<file path="src/rtl/sar_pkg.sv">
package sar_pkg;
  function automatic int unsigned res_of(input logic [2:0] sel, input int unsigned nb);
    int unsigned off;
    case (sel)
      3'd1:    off = 1;
      3'd2:    off = 2;
      3'd3:    off = 3;
      3'd4:    off = 4;
      3'd5:    off = 6;
      3'd6:    off = 8;
      default: off = 0;
    endcase
    return (off >= nb) ? 1 : nb - off;
  endfunction
endpackage

</file>
<file path="src/rtl/sar_start_filter.sv">
module sar_start_filter #(
  parameter int unsigned PW_MIN = 3
) (
  input  logic clk_i,
  input  logic rst_ni,
  input  logic start_i,
  output logic evt_o
);
  localparam int unsigned CW = $clog2(PW_MIN + 1);

  logic          s1_q, s2_q;
  logic [CW-1:0] cnt_q;

  always_ff @(posedge clk_i or negedge rst_ni) begin
    if (!rst_ni) begin
      s1_q  <= 1'b0;
      s2_q  <= 1'b0;
      cnt_q <= '0;
    end else begin
      s1_q <= start_i;
      s2_q <= s1_q;
      if (s1_q) cnt_q <= (cnt_q == CW'(PW_MIN)) ? cnt_q : cnt_q + 1'b1;
      else      cnt_q <= '0;
    end
  end

  // trailing edge of a pulse long enough
  assign evt_o = s2_q & ~s1_q & (cnt_q == CW'(PW_MIN));
endmodule

</file>
<file path="src/rtl/sar_bit_clock.sv">
module sar_bit_clock #(
  parameter int unsigned DIV_W = 8
) (
  input  logic             clk_i,
  input  logic             rst_ni,
  input  logic             run_i,
  input  logic [DIV_W-1:0] div_i,
  output logic             bclk_o,
  output logic             rise_o
);
  logic [DIV_W-1:0] cnt_q;
  logic             bclk_q;
  logic             wrap;

  assign wrap = (cnt_q == div_i);

  always_ff @(posedge clk_i or negedge rst_ni) begin
    if (!rst_ni) begin
      cnt_q  <= '0;
      bclk_q <= 1'b0;
    end else if (!run_i) begin
      cnt_q  <= '0;
      bclk_q <= 1'b0;
    end else if (wrap) begin
      cnt_q  <= '0;
      bclk_q <= ~bclk_q;
    end else begin
      cnt_q <= cnt_q + 1'b1;
    end
  end

  assign bclk_o = bclk_q;
  assign rise_o = run_i & wrap & ~bclk_q;

  AST_BCLK_PARKED: assert property (@(posedge clk_i) disable iff (!rst_ni)
    !$past(run_i) |-> !bclk_q) else $error("bclk not parked");
endmodule

</file>
<file path="src/rtl/sar_approx_reg.sv">
module sar_approx_reg #(
  parameter int unsigned NBITS = 16,
  parameter int unsigned CW    = 5
) (
  input  logic             clk_i,
  input  logic             rst_ni,
  input  logic             step_i,
  input  logic [CW-1:0]    idx_i,
  input  logic [CW-1:0]    res_i,
  input  logic             cmp_i,
  input  logic             busy_i,
  output logic [NBITS-1:0] sar_o
);
  logic [NBITS-1:0] sar_q, nxt;

  always_comb begin
    nxt = sar_q;
    if (idx_i == '0) begin
      nxt = '1;
      nxt[NBITS-1] = 1'b0;
    end else begin
      for (int i = 0; i < NBITS; i++) begin
        if (CW'(NBITS - i) == idx_i) nxt[i] = ~cmp_i;
        if ((CW'(NBITS - 1 - i) == idx_i) && (idx_i < res_i)) nxt[i] = 1'b0;
      end
    end
  end

  always_ff @(posedge clk_i or negedge rst_ni) begin
    if (!rst_ni)     sar_q <= '1;
    else if (step_i) sar_q <= nxt;
  end

  assign sar_o = sar_q;

  logic [NBITS-1:0] lo_mask;
  always_comb begin
    for (int i = 0; i < NBITS; i++) lo_mask[i] = (i < (NBITS - int'(res_i)));
  end

  AST_DATA_ON_STEP: assert property (@(posedge clk_i) disable iff (!rst_ni)
    (sar_q != $past(sar_q)) |-> $past(step_i)) else $error("data moved off step");
  AST_LOW_BITS_IDLE: assert property (@(posedge clk_i) disable iff (!rst_ni)
    (busy_i && idx_i != '0) |-> ((sar_q & lo_mask) == lo_mask)) else $error("low bit active");
endmodule

</file>
<file path="src/rtl/sar_conv_ctrl.sv">
module sar_conv_ctrl
  import sar_pkg::*;
#(
  parameter int unsigned NBITS  = 16,
  parameter int unsigned PW_MIN = 3,
  parameter int unsigned DIV_W  = 8
) (
  input  logic             clk_i,
  input  logic             rst_ni,
  input  logic             start_i,
  input  logic             cmp_i,
  input  logic [2:0]       res_sel_i,
  input  logic             ext_mode_i,
  input  logic             twos_i,
  input  logic [DIV_W-1:0] div_i,
  output logic [NBITS-1:0] trial_o,
  output logic             busy_o,
  output logic             bclk_o,
  output logic [NBITS-1:0] data_o
);
  localparam int unsigned CW = $clog2(NBITS + 1);

  logic          start_evt, bclk_rise, bclk;
  logic          busy_q, ext_q, done_q, cmp_q;
  logic [CW-1:0] step_q, res_q, res_now;
  logic          go, step_evt, last;
  logic [NBITS-1:0] sar;

  sar_start_filter #(.PW_MIN(PW_MIN)) u_filt (
    .clk_i, .rst_ni, .start_i, .evt_o(start_evt)
  );

  sar_bit_clock #(.DIV_W(DIV_W)) u_bclk (
    .clk_i, .rst_ni,
    .run_i (busy_q & ~ext_q & ~done_q),
    .div_i,
    .bclk_o(bclk),
    .rise_o(bclk_rise)
  );

  // comparator sampled one clock ahead of every decision
  always_ff @(posedge clk_i or negedge rst_ni) begin
    if (!rst_ni) cmp_q <= 1'b0;
    else         cmp_q <= cmp_i;
  end

  assign res_now  = busy_q ? res_q : CW'(res_of(res_sel_i, NBITS));
  assign go       = start_evt & ~busy_q;
  assign step_evt = ~done_q & ((busy_q & ~ext_q & bclk_rise) |
                               (busy_q &  ext_q & start_evt) |
                               (go & ext_mode_i));
  assign last     = step_evt & (step_q == res_now);

  always_ff @(posedge clk_i or negedge rst_ni) begin
    if (!rst_ni) begin
      busy_q <= 1'b0;
      ext_q  <= 1'b0;
      done_q <= 1'b0;
      step_q <= '0;
      res_q  <= CW'(NBITS);
    end else if (done_q) begin
      busy_q <= 1'b0;
      done_q <= 1'b0;
      step_q <= '0;
    end else begin
      if (go) begin
        busy_q <= 1'b1;
        ext_q  <= ext_mode_i;
        res_q  <= res_now;
      end
      if (step_evt) begin
        if (last) done_q <= 1'b1;
        else      step_q <= step_q + 1'b1;
      end
    end
  end

  sar_approx_reg #(.NBITS(NBITS), .CW(CW)) u_sar (
    .clk_i, .rst_ni,
    .step_i(step_evt),
    .idx_i (step_q),
    .res_i (res_now),
    .cmp_i (cmp_q),
    .busy_i(busy_q),
    .sar_o (sar)
  );

  assign trial_o = sar;
  assign busy_o  = busy_q;
  assign bclk_o  = bclk;
  assign data_o  = {sar[NBITS-1] ^ twos_i, sar[NBITS-2:0]};

  AST_BCLK_IDLE_LOW: assert property (@(posedge clk_i) disable iff (!rst_ni)
    !busy_o |-> !bclk_o) else $error("bclk high while idle");
  AST_EXT_NO_BCLK: assert property (@(posedge clk_i) disable iff (!rst_ni)
    (busy_o && ext_q) |-> !bclk_o) else $error("bclk in external mode");
  AST_BUSY_RISE: assert property (@(posedge clk_i) disable iff (!rst_ni)
    $rose(busy_o) |-> $past(start_evt)) else $error("busy without start");
  AST_DATA_SETTLED: assert property (@(posedge clk_i) disable iff (!rst_ni)
    $fell(busy_o) |-> $stable(trial_o)) else $error("data moved at busy fall");
  AST_RES_HELD: assert property (@(posedge clk_i) disable iff (!rst_ni)
    (busy_o && $past(busy_o)) |-> $stable(res_q)) else $error("resolution changed");
endmodule

</file>
<file path="config.mk">
export PLATFORM = sky130hd
export DESIGN_NAME = sar_conv_ctrl
export DESIGN_NICKNAME = d
export VERILOG_FILES = /design/src/rtl/sar_pkg.sv /design/src/rtl/sar_start_filter.sv /design/src/rtl/sar_bit_clock.sv /design/src/rtl/sar_approx_reg.sv /design/src/rtl/sar_conv_ctrl.sv
export SDC_FILE = /design/constraint.sdc
export NUM_CORES = 1
export LEC_CHECK = 0
export BUFFER_PORTS_ARGS = -buffer_cell sky130_fd_sc_hd__buf_2
export CAP_MARGIN = 20
export CORE_MARGIN = 4
export CORE_UTILIZATION = 33
export DETAILED_ROUTE_END_ITERATION = 8
export MAX_ROUTING_LAYER = met4
export PLACE_DENSITY = 0.56
export SYNTH_ARGS = -nofsm -noshare
export SYNTH_HDL_FRONTEND = slang
export SYNTH_SLANG_ARGS = --single-unit
</file>
<file path="constraint.sdc">
create_clock -name clk_i -period 4.48 [get_ports clk_i]
set_input_delay 0.224 -clock clk_i [delete_from_list [all_inputs] [get_ports clk_i]]
set_output_delay 0.224 -clock clk_i [all_outputs]
set_load 0.005 [all_outputs]
</file>
[Word-level counts from Yosys, hierarchy flattened]
Cells that the tools add are included.
Cells by class
  $add $sub $neg: 4
  bitwise operators: 22
  reduce and logical (&&, ||, !) cells: 53
  eq/ne operators: 28
  $lt $le $gt $ge: 2
  multiplexer cells: 50
Operators by type and width (count)
  $reduce_bool A3 Y1: 16
  $eq A4 B5 Y1 const A: 8
  $mux W1: 39
  $reduce_and A2 Y1: 18
  $ge A32 B5 Y1 const B: 1
  $mux W5: 5
  $pmux W4 S6: 1
  $eq A3 B5 Y1 const A: 4
  $logic_and A1 B1 Y1: 16
  $mux W16: 1
  $mux W8: 2
  $and A1 B1 Y1: 13
  $eq A2 B5 Y1 const A: 2
  $eq A3 B3 Y1 const B: 3
  $add A8 B1 Y8 const B: 1
  $eq A8 B8 Y1: 1
  $eq A3 B2 Y1 const B: 2
  $ne A2 B2 Y1 const B: 3
  $not A1 Y1: 6
  $add A5 B1 Y5 const B: 1
  $eq A1 B5 Y1 const A: 1
  $eq A5 B5 Y1: 1
  $eq A5 B5 Y1 const A: 1
  $logic_not A5 Y1: 1
  9 further kinds: 12
Word-level totals
  output and inout bits: 34
  flip-flop bits (word level): 43

[Depth between registers and ports, before layout]
Gate-level depths: netlist (run 1).
  word-level depth: 13
  depth in mapped cells: 11

[Cells and area by module]
A second synthesis (run 1) with hierarchy kept.
Unflattened totals
  cells, all modules: 317
  area, all modules: 2969.1 µm²
By module, submodules not included
  sar_approx_reg: instances 1, area each 1270.0 µm², cells an instance 149
  sar_conv_ctrl: instances 1, area each 1028.5 µm², cells an instance 111
  sar_bit_clock: instances 1, area each 519.2 µm², cells an instance 46
  sar_start_filter: instances 1, area each 151.4 µm², cells an instance 11

[Worst setup path after synthesis (run 1)]
OpenSTA, ideal clock, no wires.
  path type: input to register
  from: input res_sel_i[1]
  to: register u_sar.sar_q[14] (netlist: u_sar.sar_o[14])
  arrival: 2.356 ns
  path slack: 2.047 ns
  cell stages on the path: 11
  setup time: 0.077 ns
  path buffers: 0
  data required time: 4.403 ns
  cell sequence: inv_1 > ha_1 > mux2i_1 > a32oi_1 > mux2i_1 > ha_1 > a21o_1 > a21oi_1 > a32oi_1 > or3_1 > o21a_1
Between the ends
  word-level cells in the longest chain between the ends: 9
  elaborated cells on any way between the ends: 17
  those cells by class: add/sub (1); order compare (2); eq/ne (6); mux (5); reduce/logical (3)
Ends and longest elaborated chain
  start, declared: line sar_conv_ctrl.sv:12  | input logic [2:0] res_sel_i,
  $eq A3 B3 Y1, or another cell as far along: line sar_pkg.sv:4  | case (sel)
  $pmux W4 S6 (*): line sar_pkg.sv:4
  $ge A32 B5 Y1 / $sub A5 B4 Y5 (equally long branches): line sar_pkg.sv:13  | return (off >= nb) ? 1 : nb - off;
  $mux W5 (*): line sar_pkg.sv:13
  $mux W5 (*): line sar_conv_ctrl.sv:47  | assign res_now = busy_q ? res_q : CW'(res_of(res_sel_i, NBITS));
  $lt A5 B5 Y1 (*): line sar_approx_reg.sv:24  | if ((CW'(NBITS - 1 - i) == idx_i) && (idx_i < res_i)) nxt[i] = 1'b0;
  $logic_and A1 B1 Y1 (*): line sar_approx_reg.sv:24
  $reduce_bool A3 Y1 (no line) / $mux W1 (equally long branches)
  $reduce_and A2 Y1 (no line) / $mux W16 (equally long branches)
  end signal, assigned: line sar_approx_reg.sv:31  | else if (step_i) sar_q <= nxt;
  end, declared: line sar_approx_reg.sv:14  | logic [NBITS-1:0] sar_q, nxt;
Mark *: on every way between the ends. The rest lies on a longest branch, timed or not.
A chain may end at the register's enable or synchronous reset.

[Final worst setup path (run 1)]
  from: input res_sel_i[1]
  to: register u_sar.sar_q[10] (netlist: u_sar.sar_o[10])
The elaborated chain is that of the path after synthesis.

==> tab_implementation.tex, run 1 <==
\begin{tabular}{lr}
\hline
Metric & Value \\
\hline
\multicolumn{2}{l}{\textbf{Clock network}} \\
\quad Number of H-tree branching levels & 2 \\
\quad CTS Buf Count & 5 \\
\quad Total clock sinks & 43 \\
\quad Clk pin slew, worst setup/hold paths & around 0.090 ns \\
\quad TritonCTS clock tree & built \\
\quad Worst-Skew Late Latency & roughly 0.29 ns \\
\quad CTS max path bufs & 2 \\
\quad Clock Tree Root & clkbuf\_8 \\
\multicolumn{2}{l}{\textbf{Status}} \\
\quad Result of the run & finished clean \\
\multicolumn{2}{l}{\textbf{Logic synthesis}} \\
\quad Yosys synthesis warning count & 0 \\
\quad Post-synthesis sequential area ratio & about two fifths \\
\quad Fraction of the mapped netlist area in compound gates & about 15\% \\
\quad Multiplexer fraction of the synthesized cell area & a little over 7\% \\
\quad Xor-xnor portion of the synthesized cell area & under 10\% \\
\quad Post-synthesis share of cell area spent on full adders, half adders and majority gates & slightly below 6\% \\
\quad Net Count, Synth & $\sim$310 \\
\quad Count of mapped cells out of synthesis & approximately 280 \\
\quad Post-synthesis simple-gate area fraction & slightly below 20\% \\
\quad Post-synth cell types & 46 \\
\quad Number of storage elements in the synthesis netlist & 43 \\
\quad Fraction of registers with async set/reset & between 90\% and 100\% \\
\quad Number of synthesized flops with an enable pin & 0 \\
\quad Prevailing post-synth register cell & dfrtp\_1 \\
\quad Synthesized area per cell & 9.95 um2 \\
\quad Dominant combinational cell family by area after synthesis & simple AND/OR/NAND/NOR gates \\
\quad Netlist Area Pre-Place & roughly 2700 um2 \\
\multicolumn{2}{l}{\textbf{Timing}} \\
\quad Post-route clock period utilization & about three fifths \\
\quad Maximum clock frequency & between 0.3 and 0.4 GHz \\
\quad Post-route clock skew & about 0.0098 ns \\
\quad Setup repair after global routing missed its margin & false \\
\quad TNS Setup & 0 ns \\
\quad Max\_slew headroom & 27.2\% \\
\quad Pin slew with the least headroom to its limit & 1.09 ns \\
\quad Final-report max-slew violation count & 0 \\
\quad Final setup violation count & 0 \\
\quad Tmin final & between 2 and 3 ns \\
\quad Hold Vio Cnt, Final & 0 \\
\multicolumn{2}{l}{\textbf{Routing}} \\
\quad Drt initial violations & 73 \\
\quad First-pass iteration count of the detailed router & 4 \\
\quad Drt via density & 5.16 \\
\quad Number of DRC violations after detailed routing & 0 \\
\quad Final routed wirelength across all metal layers & between 5000 and 6000 um \\
\quad Drt wl/cell & around 14 um \\
\quad Post-DRT Antenna Nets & 0 \\
\quad Routed via count & approximately 2,100 \\
\multicolumn{2}{l}{\textbf{Floorplanning}} \\
\quad Overall die height & 99.1 um \\
\quad Die Outline Area & just under 10,000 um2 \\
\quad Number of cell rows & 32 \\
\quad Floorplan core area & between 7000 and 8000 um2 \\
\quad Chip Width & between 90 and 100 um \\
\quad Io pins & just over 50 \\
\quad Initial Utilization & between 30\% and 40\% \\
\multicolumn{2}{l}{\textbf{Finish}} \\
\quad Most frequent standard cell in the layout excluding fill and tap cells & buf\_2 \\
\quad Post-layout net count & 340 \\
\quad Filler cell count & 830 \\
\quad Area growth from synthesis to layout & 12.9\% \\
\quad Antenna diode instance count & 0 \\
\quad Fraction of final layout cells with drive strength greater than 1 & 30.5\% \\
\quad Leading cell types in the layout, fill and taps excluded & 50 x buf\_2, 26 x nor2\_1, 26 x dfrtp\_1 \\
\multicolumn{2}{l}{\textbf{Pwr}} \\
\quad Cell internal pwr & between 0.8 and 0.9 mW \\
\quad Post-layout power & around 1.3 mW \\
\quad Clk pwr share & between 20\% and 30\% \\
\quad Standby leakage power & approximately 1.4 nW \\
\quad Switching Fraction & $\sim$37\% \\
\quad Part of the total power dissipated in combinational logic & around 37\% \\
\quad PD cells & around 430 nW/um2 \\
\quad P\_sw & between 0.4 and 0.5 mW \\
\quad Share of power burned in registers & 42.3\% \\
\quad Max rail drop VDD & roughly 0.26 mV \\
\multicolumn{2}{l}{\textbf{Critical path}} \\
\quad Worst path required time & 4.69 ns \\
\quad CP max-delay cell & a21oi\_1 \\
\quad Startpoint type of the worst setup path & input port \\
\quad Setup CP Type & input port to flop \\
\quad Critical Path AT & $\sim$2.9 ns \\
\quad Worst stage delay on the critical path & 0.54 ns \\
\quad Maximum fanout count along the critical path & 9 \\
\quad CP Capture Type & flop \\
\quad Depth of the worst register-to-register path & 7 \\
\quad Crit path cell chain & buf\_2, inv\_1, ha\_1, mux2i\_1, a32oi\_1, mux2i\_1, ha\_1, a21o\_1, a21oi\_1, a32oi\_1, nor3\_1, a2bb2oi\_1 \\
\multicolumn{2}{l}{\textbf{Global routing}} \\
\quad Grt total ovfl & 0 \\
\quad Initial antenna violation count & 0 \\
\quad Wire length of the first global-routing pass & 9850 um \\
\quad Number of global-route vias before repair & 2,039 \\
\quad Global-route usage over all layers & 12.4\% \\
\quad Maximum number of pins on one net before global-route repair & 44 \\
\multicolumn{2}{l}{\textbf{Hold path}} \\
\quad Hold Path Cell Cnt & 1 \\
\quad Kind of path behind the tightest hold check & input port to flop \\
\multicolumn{2}{l}{\textbf{Flow run}} \\
\quad Reported max-cap violation count & 0 \\
\multicolumn{2}{l}{\textbf{Place}} \\
\quad Buffers on Ports & 50 \\
\quad Post-detailed-placement half-perimeter wirelength & between 4000 and 5000 um \\
\quad Routability-driven placement congestion ratio & around 0.84 \\
\hline
\end{tabular}
==> synth_stat cells, types with 2 or more instances <==
cell type,number,area (um2)
dfrtp_1,26,651
nor2_1,26,97.6
nand2_1,18,67.6
dfstp_2,17,447
buf_4,15,113
xor2_1,14,123
ha_1,13,163
a21oi_1,12,60.1
mux2_2,11,124
inv_1,9,33.8
nand3_1,9,45.0
a2bb2oi_1,8,70.1
nor2b_1,8,50.1
and3_1,7,43.8
clkbuf_1,7,26.3
mux2i_1,7,70.1
a32oi_1,6,52.6
nand2b_1,5,31.3
nor3_1,5,25.0
o21ai_0,5,25.0
o22a_1,5,43.8
and2_1,4,25.0
xnor2_1,4,35.0
a2111oi_2,3,45.0
a211oi_1,3,22.5
nand3b_1,2,15.0
nor3b_1,2,15.0
nor4_1,2,12.5
nor4_4,2,42.5
o21a_1,2,15.0
or3_1,2,12.5
or3b_1,2,17.5
==> routing by layer <==
metal | GRT usage, % | up-vias | wire, um
met5 | - | - | 0
met4 | 3.15 | 0 | 13
met3 | 2.34 | 2 | 369
met2 | 18.8 | 72 | 2690
met1 | 17.1 | 1015 | 2680
li1 | - | 1042 | -
==> repair_timing <==
item | in CTS | in global routing
setup buffers | 0 | 0
gates resized for setup | 0 | 0
hold endpoints to repair | 0 | 2
hold buffers | 0 | 1
==> critical path: cells and delay by family <==
kind                     cells  cell delay (ns)
adder cells (fa/ha/maj)      2             0.61
AND/OR/NAND/NOR              1             0.34
multiplexers                 2             0.24
AO/OA/AOI/OAI                5             1.28
buffers and inverters        2             0.18
==> path summary, 6_finish.rpt <==
kind / slack, ns / to / startpoint
setup / recovery: 1.82 / u_sar.sar_o[10] / res_sel_i[1]
hold / removal: 0.03 / cmp_q / cmp_i
setup reg to reg: 1.87 / u_sar.sar_o[10] / busy_o
hold reg to reg: 0.45 / u_filt.s2_q / u_filt.s1_q
max in group asynchronous: 3.57 / u_sar.sar_o[13] / rst_ni
min in group asynchronous: 0.37 / res_q[3] / rst_ni
==> final cells by class <==
cell class,instances,area (um2),area share [%]
multi-input combinational,199,1450,46.9
sequential,43,1100,35.5
timing repair buffer,52,280,9.07
tap,102,128,4.13
clock buffer,8,100,3.24
inverter,9,33.8,1.09
==> sequential cells by signal (all words and copies together), names as in the netlist <==
name           count
ext_q              1
u_filt.cnt_q       2
cmp_q              1
done_q             1
u_filt.s1_q        1
u_sar.sar_o       16
u_bclk.bclk_o      1
u_bclk.cnt_q       8
step_q             5
res_q              5
busy_o             1
u_filt.s2_q        1
==> power groups by stage <==
stage | registers (mW) | clock network, mW | logic, mW
after global routing | 0.574 | 0.299 | 0.554
after floorplan | 0.531 | 0 | 0.398
final | 0.559 | 0.276 | 0.488
after CTS | 0.561 | 0.285 | 0.492
after detailed placement | 0.567 | 0 | 0.491
after global placement | 0.564 | 0 | 0.486
==> per-stage QoR <==
stage                     util [%]  setup slack, ns  area, um2  hold slack [ns]  cells
after detailed placement      37.5             1.53       2960            0.335    403
after CTS                     38.8             1.84       3060           0.0209    411
after global placement        37.5             1.52       2960            0.333    403
after global routing          39.2             1.53       3090           0.0284    413
after floorplan                  -             2.05       2740          -0.0716    275
final                         39.2             1.82       3090           0.0298    413
==> kinds of logic after synthesis <==
family / after synthesis
AO/OA/AOI/OAI: 53
buffers and inverters: 33
multiplexers: 18
adder cells (fa/ha/maj): 13
flip-flops: 43
XOR/XNOR: 18
AND/OR/NAND/NOR: 97
Note: power is estimated with default switching activity, not from simulation.
==> run 2: changes to the inputs <==
clock period = 2.52 ns   (was 4.48 ns; I/O delays follow)
==> run 2 against run 1 <==
  * Die area is the same
  * Sequential power is 71% higher
  * Register-to-register slack lost 1.6 ns
  * Via count grew 0.80%
  * Largest cell class unchanged
  * Design area grew 3.1%
  * Total power grew 86%
  * Clock skew down 0.0044 ns
  * Critical path depth decreased by 5
  * First-iteration DRC count increased by 8.2%
==> tab_implementation.tex, run 2 (synthesis results as in run 1) <==
\begin{tabular}{lr}
\hline
Metric & Value \\
\hline
\multicolumn{2}{l}{\textbf{Status}} \\
\quad Result of the run & finished clean \\
\multicolumn{2}{l}{\textbf{Floorplanning}} \\
\quad Overall die height & 99.1 um (unchanged) \\
\quad Floorplan core area & 7890 um2 (unchanged) \\
\quad Chip Width & 99.1 um (unchanged) \\
\quad Io pins & 51 (unchanged) \\
\quad Initial Utilization & 34.7\% (unchanged) \\
\quad Number of cell rows & 32 (unchanged) \\
\quad Die Outline Area & 9810 um2 (unchanged) \\
\multicolumn{2}{l}{\textbf{Critical path}} \\
\quad CP max-delay cell & dfrtp\_1 \\
\quad Worst path required time & 2.74 ns (-1.95 ns) \\
\quad Maximum fanout count along the critical path & 9 (unchanged) \\
\quad Worst path buffer plus inverter count & 0 (-2) \\
\quad Critical Path AT & 2.49 ns (-0.38 ns) \\
\quad CP Capture Type & flop \\
\quad Setup CP Type & flop to flop \\
\quad Crit path max-delay family & compound AO/OA/AOI/OAI gates \\
\quad Depth of the worst register-to-register path & 7 (unchanged) \\
\quad Startpoint type of the worst setup path & flop \\
\quad Worst stage delay on the critical path & 0.50 ns (-0.04 ns) \\
\quad Crit path cell chain & mux2i\_1, ha\_1, nor2b\_1, o21ai\_2, a311oi\_1, a2111oi\_0, a21oi\_1 \\
\quad Number of cells on the critical path & 7 (-5) \\
\multicolumn{2}{l}{\textbf{Global routing}} \\
\quad Number of global-route vias before repair & 2,066 (+1.3\%) \\
\quad Global-route usage over all layers & 12.8\% (+0.40 points) \\
\quad Initial antenna violation count & 0 (unchanged) \\
\quad Wire length of the first global-routing pass & 9970 um (+1.3\%) \\
\quad Grt total ovfl & 0 (unchanged) \\
\quad Maximum number of pins on one net before global-route repair & 44 (unchanged) \\
\multicolumn{2}{l}{\textbf{Timing}} \\
\quad Post-route clock skew & 0.00547 ns (-0.00437 ns) \\
\quad Max\_slew headroom & 71.8\% (+45 points) \\
\quad Post-route clock period utilization & about nine tenths \\
\quad Tmin final & 2.27 ns \\
\quad TNS Setup & 0 ns (unchanged) \\
\quad Setup repair after global routing missed its margin & false \\
\quad Maximum clock frequency & $\sim$0.44 GHz \\
\quad Final setup violation count & 0 (unchanged) \\
\quad Min Hold Slack & 0.0819 ns (+0.0521 ns) \\
\quad Final-report max-slew violation count & 0 (unchanged) \\
\quad Pin slew with the least headroom to its limit & 0.421 ns (-0.667 ns) \\
\quad Hold Vio Cnt, Final & 0 (unchanged) \\
\multicolumn{2}{l}{\textbf{Finish}} \\
\quad Number of non-filler instances in the completed layout & 423 (+2.4\%) \\
\quad Fraction of final layout cells with drive strength greater than 1 & 32.7\% (+2.2 points) \\
\quad Finished Cell Area & 3190 um2 (+3.1\%) \\
\quad Flip-flop count of the largest register, all copies and words added & 16 (unchanged) \\
\quad Final standard cell utilization of the core & 40.4\% (+1.2 points) \\
\quad Antenna diode instance count & 0 (unchanged) \\
\quad Most frequent standard cell in the layout excluding fill and tap cells & buf\_2 \\
\quad Area growth from synthesis to layout & 16.4\% \\
\quad Post-layout net count & 350 (+2.9\%) \\
\quad Leading cell types in the layout, fill and taps excluded & 50 x buf\_2, 26 x nor2\_1, 26 x dfrtp\_1 \\
\multicolumn{2}{l}{\textbf{Place}} \\
\quad Count of placed standard cells including taps & 411 (+2.0\%) \\
\quad Placed Instance Area & 3020 um2 (+2.0\%) \\
\quad Buffers on Ports & 50 (unchanged) \\
\quad Post-detailed-placement half-perimeter wirelength & 4450 um (+5.4\%) \\
\quad Routability-driven placement congestion ratio & 0.874 (+4.6\%) \\
\multicolumn{2}{l}{\textbf{Clock network}} \\
\quad TritonCTS clock tree & built \\
\quad Number of H-tree branching levels & 2 (unchanged) \\
\quad Clock Tree Root & clkbuf\_8 \\
\quad Total clock sinks & 43 (unchanged) \\
\quad CTS max path bufs & 2 (unchanged) \\
\quad Worst-Skew Late Latency & 0.30 ns (about the same) \\
\quad CTS Buf Count & 5 (unchanged) \\
\quad Clk pin slew, worst setup/hold paths & 0.09 ns (about the same) \\
\multicolumn{2}{l}{\textbf{Routing}} \\
\quad Routed via count & 2,148 (+0.80\%) \\
\quad Drt initial violations & 79 (+8.2\%) \\
\quad Number of DRC violations after detailed routing & 0 (unchanged) \\
\quad Drt via density & 5.08 (-1.6\%) \\
\quad Drt wl/cell & 14.2 um (+2.0\%) \\
\quad First-pass iteration count of the detailed router & 4 (unchanged) \\
\quad Final routed wirelength across all metal layers & 6010 um (+4.4\%) \\
\quad Post-DRT Antenna Nets & 0 (unchanged) \\
\multicolumn{2}{l}{\textbf{Pwr}} \\
\quad Standby leakage power & 1.44 nW (+4.0\%) \\
\quad PD cells & 773 nW/um2 (+80\%) \\
\quad Max rail drop VDD & 0.332 mV (+30\%) \\
\multicolumn{2}{l}{\textbf{Hold path}} \\
\quad Hold Path Cell Cnt & 2 (+1) \\
\quad Kind of path behind the tightest hold check & input port to flop \\
\multicolumn{2}{l}{\textbf{Flow run}} \\
\quad Reported max-cap violation count & 0 (unchanged) \\
\hline
\end{tabular}
==> run 2: cell types whose count changed in the layout (fill, tap and decap cells not counted), sizes merged <==
cell	before	now
bufinv	0	1
dlygate4sd3	1	3
buf	51	59
clkinv	0	2
clkbuf	8	5
==> run 2: power breakdown <==
group	total, mW	switching (mW)	internal [mW]
sequential	0.957	0.114	0.843
clock	0.544	0.249	0.295
combinational	0.961	0.537	0.424
==> run 2: final timing paths <==
path                              from              end  slack, ns
setup / recovery                busy_o   u_sar.sar_o[4]       0.25
hold / removal              ext_mode_i            ext_q       0.08
setup reg to reg                busy_o   u_sar.sar_o[4]       0.25
hold reg to reg            u_filt.s1_q      u_filt.s2_q       0.45
max in group asynchronous       rst_ni         res_q[4]       1.68
min in group asynchronous       rst_ni  u_bclk.cnt_q[6]       0.29
==> run 2: cell type report <==
| type | count | area (um2) |
|---|---|---|
| inverter | 9 | 33.8 |
| tap | 102 | 128 |
| multi-input combinational | 199 | 1450 |
| fill | 794 | 4700 |
| sequential | 43 | 1100 |
| clock buffer | 5 | 68.8 |
| clock inverter | 3 | 43.8 |
| timing repair buffer | 62 | 360 |
==> run 2: layer usage <==
metal  wire length (um)  share of wire [%]  GRT usage (%)
met1               2820                 47           16.4
met2               2830                 47           20.6
met3                292                4.9           2.34
met4                 59               0.98           3.78
met5                  0                  0              -
==> run 2: what timing repair did <==
item	in CTS	in global routing
hold endpoints to repair	2	10
resized for setup	0	1
endpoints found under the setup margin	0	10
hold buffers	2	1
setup buffers	0	0
==> run 2: through the flow <==
stage	setup slack [ns]	power, mW
floorplan	0.150	1.65
global placement	-0.000143	1.90
detailed placement	-0.0979	1.92
CTS	0.0692	2.48
global route	0.0326	2.66
finish	0.251	2.46
==> run 3: changes to the inputs <==
BUFFER_PORTS_ARGS = not set   (was -buffer_cell sky130_fd_sc_hd__buf_2)
CORE_MARGIN = not set   (was 4)
CTS_BUF_LIST = sky130_fd_sc_hd__clkbuf_8 sky130_fd_sc_hd__clkbuf_16   (was not set)
DONT_BUFFER_PORTS = 1   (was not set)
PLACE_DENSITY = 0.51   (was 0.56)
==> run 3 against run 2 <==
  * Core utilization is 3.1 points lower
  * Sequential cell count unchanged
  * Register-to-register slack better by 0.05 ns
  * Worst setup slack gained 0.046 ns
  * Highest routed layer unchanged
==> tab_implementation.tex, run 3 (synthesis results as in run 1) <==
\begin{tabular}{lr}
\hline
Metric & Value \\
\hline
\multicolumn{2}{l}{\textbf{Flow run}} \\
\quad Reported max-cap violation count & 0 (unchanged) \\
\multicolumn{2}{l}{\textbf{Critical path}} \\
\quad CP most frequent cell & a21oi\_1 \\
\quad R2R Setup Slk & 0.30 ns (+0.05 ns) \\
\quad Source of the critical timing path & busy\_o \\
\quad Worst path required time & 2.73 ns (about the same) \\
\quad CP max-delay cell & dfrtp\_1 \\
\quad Critical Path AT & 2.44 ns (-0.05 ns) \\
\quad Worst stage delay on the critical path & 0.54 ns (+0.04 ns) \\
\quad Launch point of the worst reg-to-reg path & busy\_o \\
\quad Crit path cell chain & mux2i\_1, ha\_1, a21o\_1, a21oi\_1, buf\_4, a311oi\_1, a2111oi\_0, a21oi\_1 \\
\quad End of the worst register-to-register path & u\_sar.sar\_o[4] \\
\quad Startpoint type of the worst setup path & flop \\
\quad Setup CP Type & flop to flop \\
\quad CP Capture Type & flop \\
\quad Maximum fanout count along the critical path & 9 (unchanged) \\
\quad Depth of the worst register-to-register path & 8 (+1) \\
\multicolumn{2}{l}{\textbf{Floorplanning}} \\
\quad Io pins & 51 (unchanged) \\
\quad Die Outline Area & 8660 um2 (-12\%) \\
\quad Chip Width & 93.1 um (-6.1\%) \\
\quad Overall die height & 93.1 um (-6.1\%) \\
\quad Initial Utilization & 34.7\% (unchanged) \\
\quad Floorplan core area & 7890 um2 (unchanged) \\
\quad Number of cell rows & 32 (unchanged) \\
\multicolumn{2}{l}{\textbf{Finish}} \\
\quad Post-layout net count & 303 (-13\%) \\
\quad Leading cell types in the layout, fill and taps excluded & 26 x nor2\_1, 26 x dfrtp\_1, 18 x nand2\_1 \\
\quad Antenna diode instance count & 0 (unchanged) \\
\quad Flip-flop count of the largest register, all copies and words added & 16 (unchanged) \\
\quad Fraction of final layout cells with drive strength greater than 1 & 20.4\% (-12 points) \\
\quad Area growth from synthesis to layout & 7.54\% \\
\quad Number of non-filler instances in the completed layout & 376 (-11\%) \\
\quad Filler cell count & 804 (+1.3\%) \\
\multicolumn{2}{l}{\textbf{Place}} \\
\quad Count of placed standard cells including taps & 363 (-12\%) \\
\quad Buffers on Ports & 0 (-100\%) \\
\quad Routability-driven placement congestion ratio & 0.801 (-8.3\%) \\
\quad Post-detailed-placement half-perimeter wirelength & 4210 um (-5.3\%) \\
\quad DP Worst Slack & 0.173 ns (+0.271 ns) \\
\multicolumn{2}{l}{\textbf{Status}} \\
\quad Result of the run & finished clean \\
\multicolumn{2}{l}{\textbf{Timing}} \\
\quad Max\_slew headroom & 70.7\% (-1.1 points) \\
\quad Final setup violation count & 0 (unchanged) \\
\quad Maximum clock frequency & 0.450 GHz (+2.1\%) \\
\quad Pin slew with the least headroom to its limit & 0.438 ns (+0.0165 ns) \\
\quad Setup repair after global routing missed its margin & false \\
\quad Final WS setup & 0.297 ns (+0.0461 ns) \\
\quad Hold Vio Cnt, Final & 0 (unchanged) \\
\quad Tmin final & 2.22 ns (-0.0461 ns) \\
\quad Post-route clock period utilization & 88.2\% (-1.8 points) \\
\quad Post-route clock skew & 0.00735 ns (+0.00187 ns) \\
\quad TNS Setup & 0 ns (unchanged) \\
\quad Final-report max-slew violation count & 0 (unchanged) \\
\multicolumn{2}{l}{\textbf{Hold path}} \\
\quad Hold Path Cell Cnt & 2 (unchanged) \\
\quad Kind of path behind the tightest hold check & input port to flop \\
\quad Hold Path End & res\_q[0] \\
\quad Hold\_sp & res\_sel\_i[0] \\
\multicolumn{2}{l}{\textbf{Clock network}} \\
\quad Clk pin slew, worst setup/hold paths & 0.09 ns (about the same) \\
\quad Worst-Skew Late Latency & 0.29 ns (about the same) \\
\quad Clock Tree Root & clkbuf\_8 \\
\quad TritonCTS clock tree & built \\
\quad Total clock sinks & 43 (unchanged) \\
\quad CTS max path bufs & 2 (unchanged) \\
\quad Number of H-tree branching levels & 2 (unchanged) \\
\quad \# Post-CTS Setup Buffers & 0 (unchanged) \\
\quad CTS Buf Count & 5 (unchanged) \\
\multicolumn{2}{l}{\textbf{Routing}} \\
\quad Post-DRT Antenna Nets & 0 (unchanged) \\
\quad Drt via density & 5.19 (+2.1\%) \\
\quad Routed via count & 1,950 (-9.2\%) \\
\quad First-pass iteration count of the detailed router & 4 (unchanged) \\
\quad Drt initial violations & 90 (+14\%) \\
\quad Final routed wirelength across all metal layers & 5780 um (-3.8\%) \\
\quad Drt wl/cell & 15.4 um (+8.2\%) \\
\quad Number of DRC violations after detailed routing & 0 (unchanged) \\
\multicolumn{2}{l}{\textbf{Global routing}} \\
\quad Grt total ovfl & 0 (unchanged) \\
\quad Global-route usage over all layers & 15.0\% (+2.2 points) \\
\quad Wire length of the first global-routing pass & 9980 um (about the same) \\
\quad Initial antenna violation count & 0 (unchanged) \\
\quad Number of global-route vias before repair & 1,971 (-4.6\%) \\
\quad Maximum number of pins on one net before global-route repair & 44 (unchanged) \\
\multicolumn{2}{l}{\textbf{Pwr}} \\
\quad Cell internal pwr & 1.42 mW (-9.4\%) \\
\quad Max rail drop VDD & 0.286 mV (-14\%) \\
\quad Share of power burned in registers & 43.0\% (+4.1 points) \\
\quad Part of the total power dissipated in combinational logic & 37.6\% (-1.4 points) \\
\quad Standby leakage power & 1.24 nW (-14\%) \\
\quad Clk pwr share & 19.4\% (-2.7 points) \\
\quad P\_sw & 0.864 mW (-4.0\%) \\
\quad PD cells & 775 nW/um2 (+0.23\%) \\
\quad Switching Fraction & 37.9\% (+1.3 points) \\
\hline
\end{tabular}
==> run 3: per-stage QoR <==
stage / power [mW] / hold WS (ns) / instance area [um2] / util [%]
finish: 2.28 / 0.0383 / 2940 / 37.3
global route: 2.46 / 0.0383 / 2940 / 37.3
CTS: 2.32 / 0.0296 / 2940 / 37.2
detailed placement: 1.83 / -0.167 / 2780 / 35.3
global placement: 1.82 / -0.167 / 2780 / 35.3
floorplan: 1.65 / -0.170 / 2740 / -
==> run 3: repair_timing <==
| action | CTS | global route |
|---|---|---|
| hold buffers | 5 | 0 |
| endpoints found under the hold margin | 46 | 0 |
| gates resized for setup | 0 | 1 |
| setup endpoints to repair | 0 | 1 |
==> run 3: worst max-delay path: cells and delay by family, from the launching register on <==
| family | cells | cell delay [ns] |
|---|---|---|
| flops | 1 | 0.54 |
| mux | 1 | 0.24 |
| buf+inv | 1 | 0.18 |
| compound gates | 5 | 0.93 |
| fa+ha+maj | 1 | 0.26 |
==> run 3: worst max path at each step <==
stage | slack (ns) | endpoint | cells past startpoint
2_1_floorplan | 0.15 | u_sar.sar_o[14] | 8
3_3_place_gp | 0.18 | u_sar.sar_o[4] | 12
3_5_place_dp | 0.17 | u_sar.sar_o[4] | 12
4_1_cts | 0.24 | u_sar.sar_o[10] | 10
5_1_grt | 0.07 | u_sar.sar_o[10] | 10
6_report | 0.30 | u_sar.sar_o[4] | 8
==> run 3: cell type report <==
| type | count | area (um2) | share of cell area [%] |
|---|---|---|---|
| timing repair buffer | 15 | 143 | 4.85 |
| clock buffer | 5 | 68.8 | 2.34 |
| clock inverter | 3 | 17.5 | 0.595 |
| multi-input combinational | 199 | 1460 | 49.4 |
| tap | 102 | 128 | 4.34 |
| inverter | 9 | 33.8 | 1.15 |
| sequential | 43 | 1100 | 37.3 |
==> run 3: power groups by stage <==
stage                     clock (mW)  combinational, mW  sequential (mW)
final                          0.443              0.857            0.980
after global routing           0.490              0.970             1.00
after global placement             0              0.827            0.995
after detailed placement           0              0.837            0.998
after CTS                      0.466              0.866            0.984
after floorplan                    0              0.708            0.944
==> run 3: routing by layer <==
layer | wire length (um) | global-route usage (%)
met5 | 0 | -
met4 | 15 | 3.85
met3 | 222 | 2.85
met2 | 2730 | 22.4
met1 | 2820 | 20.8
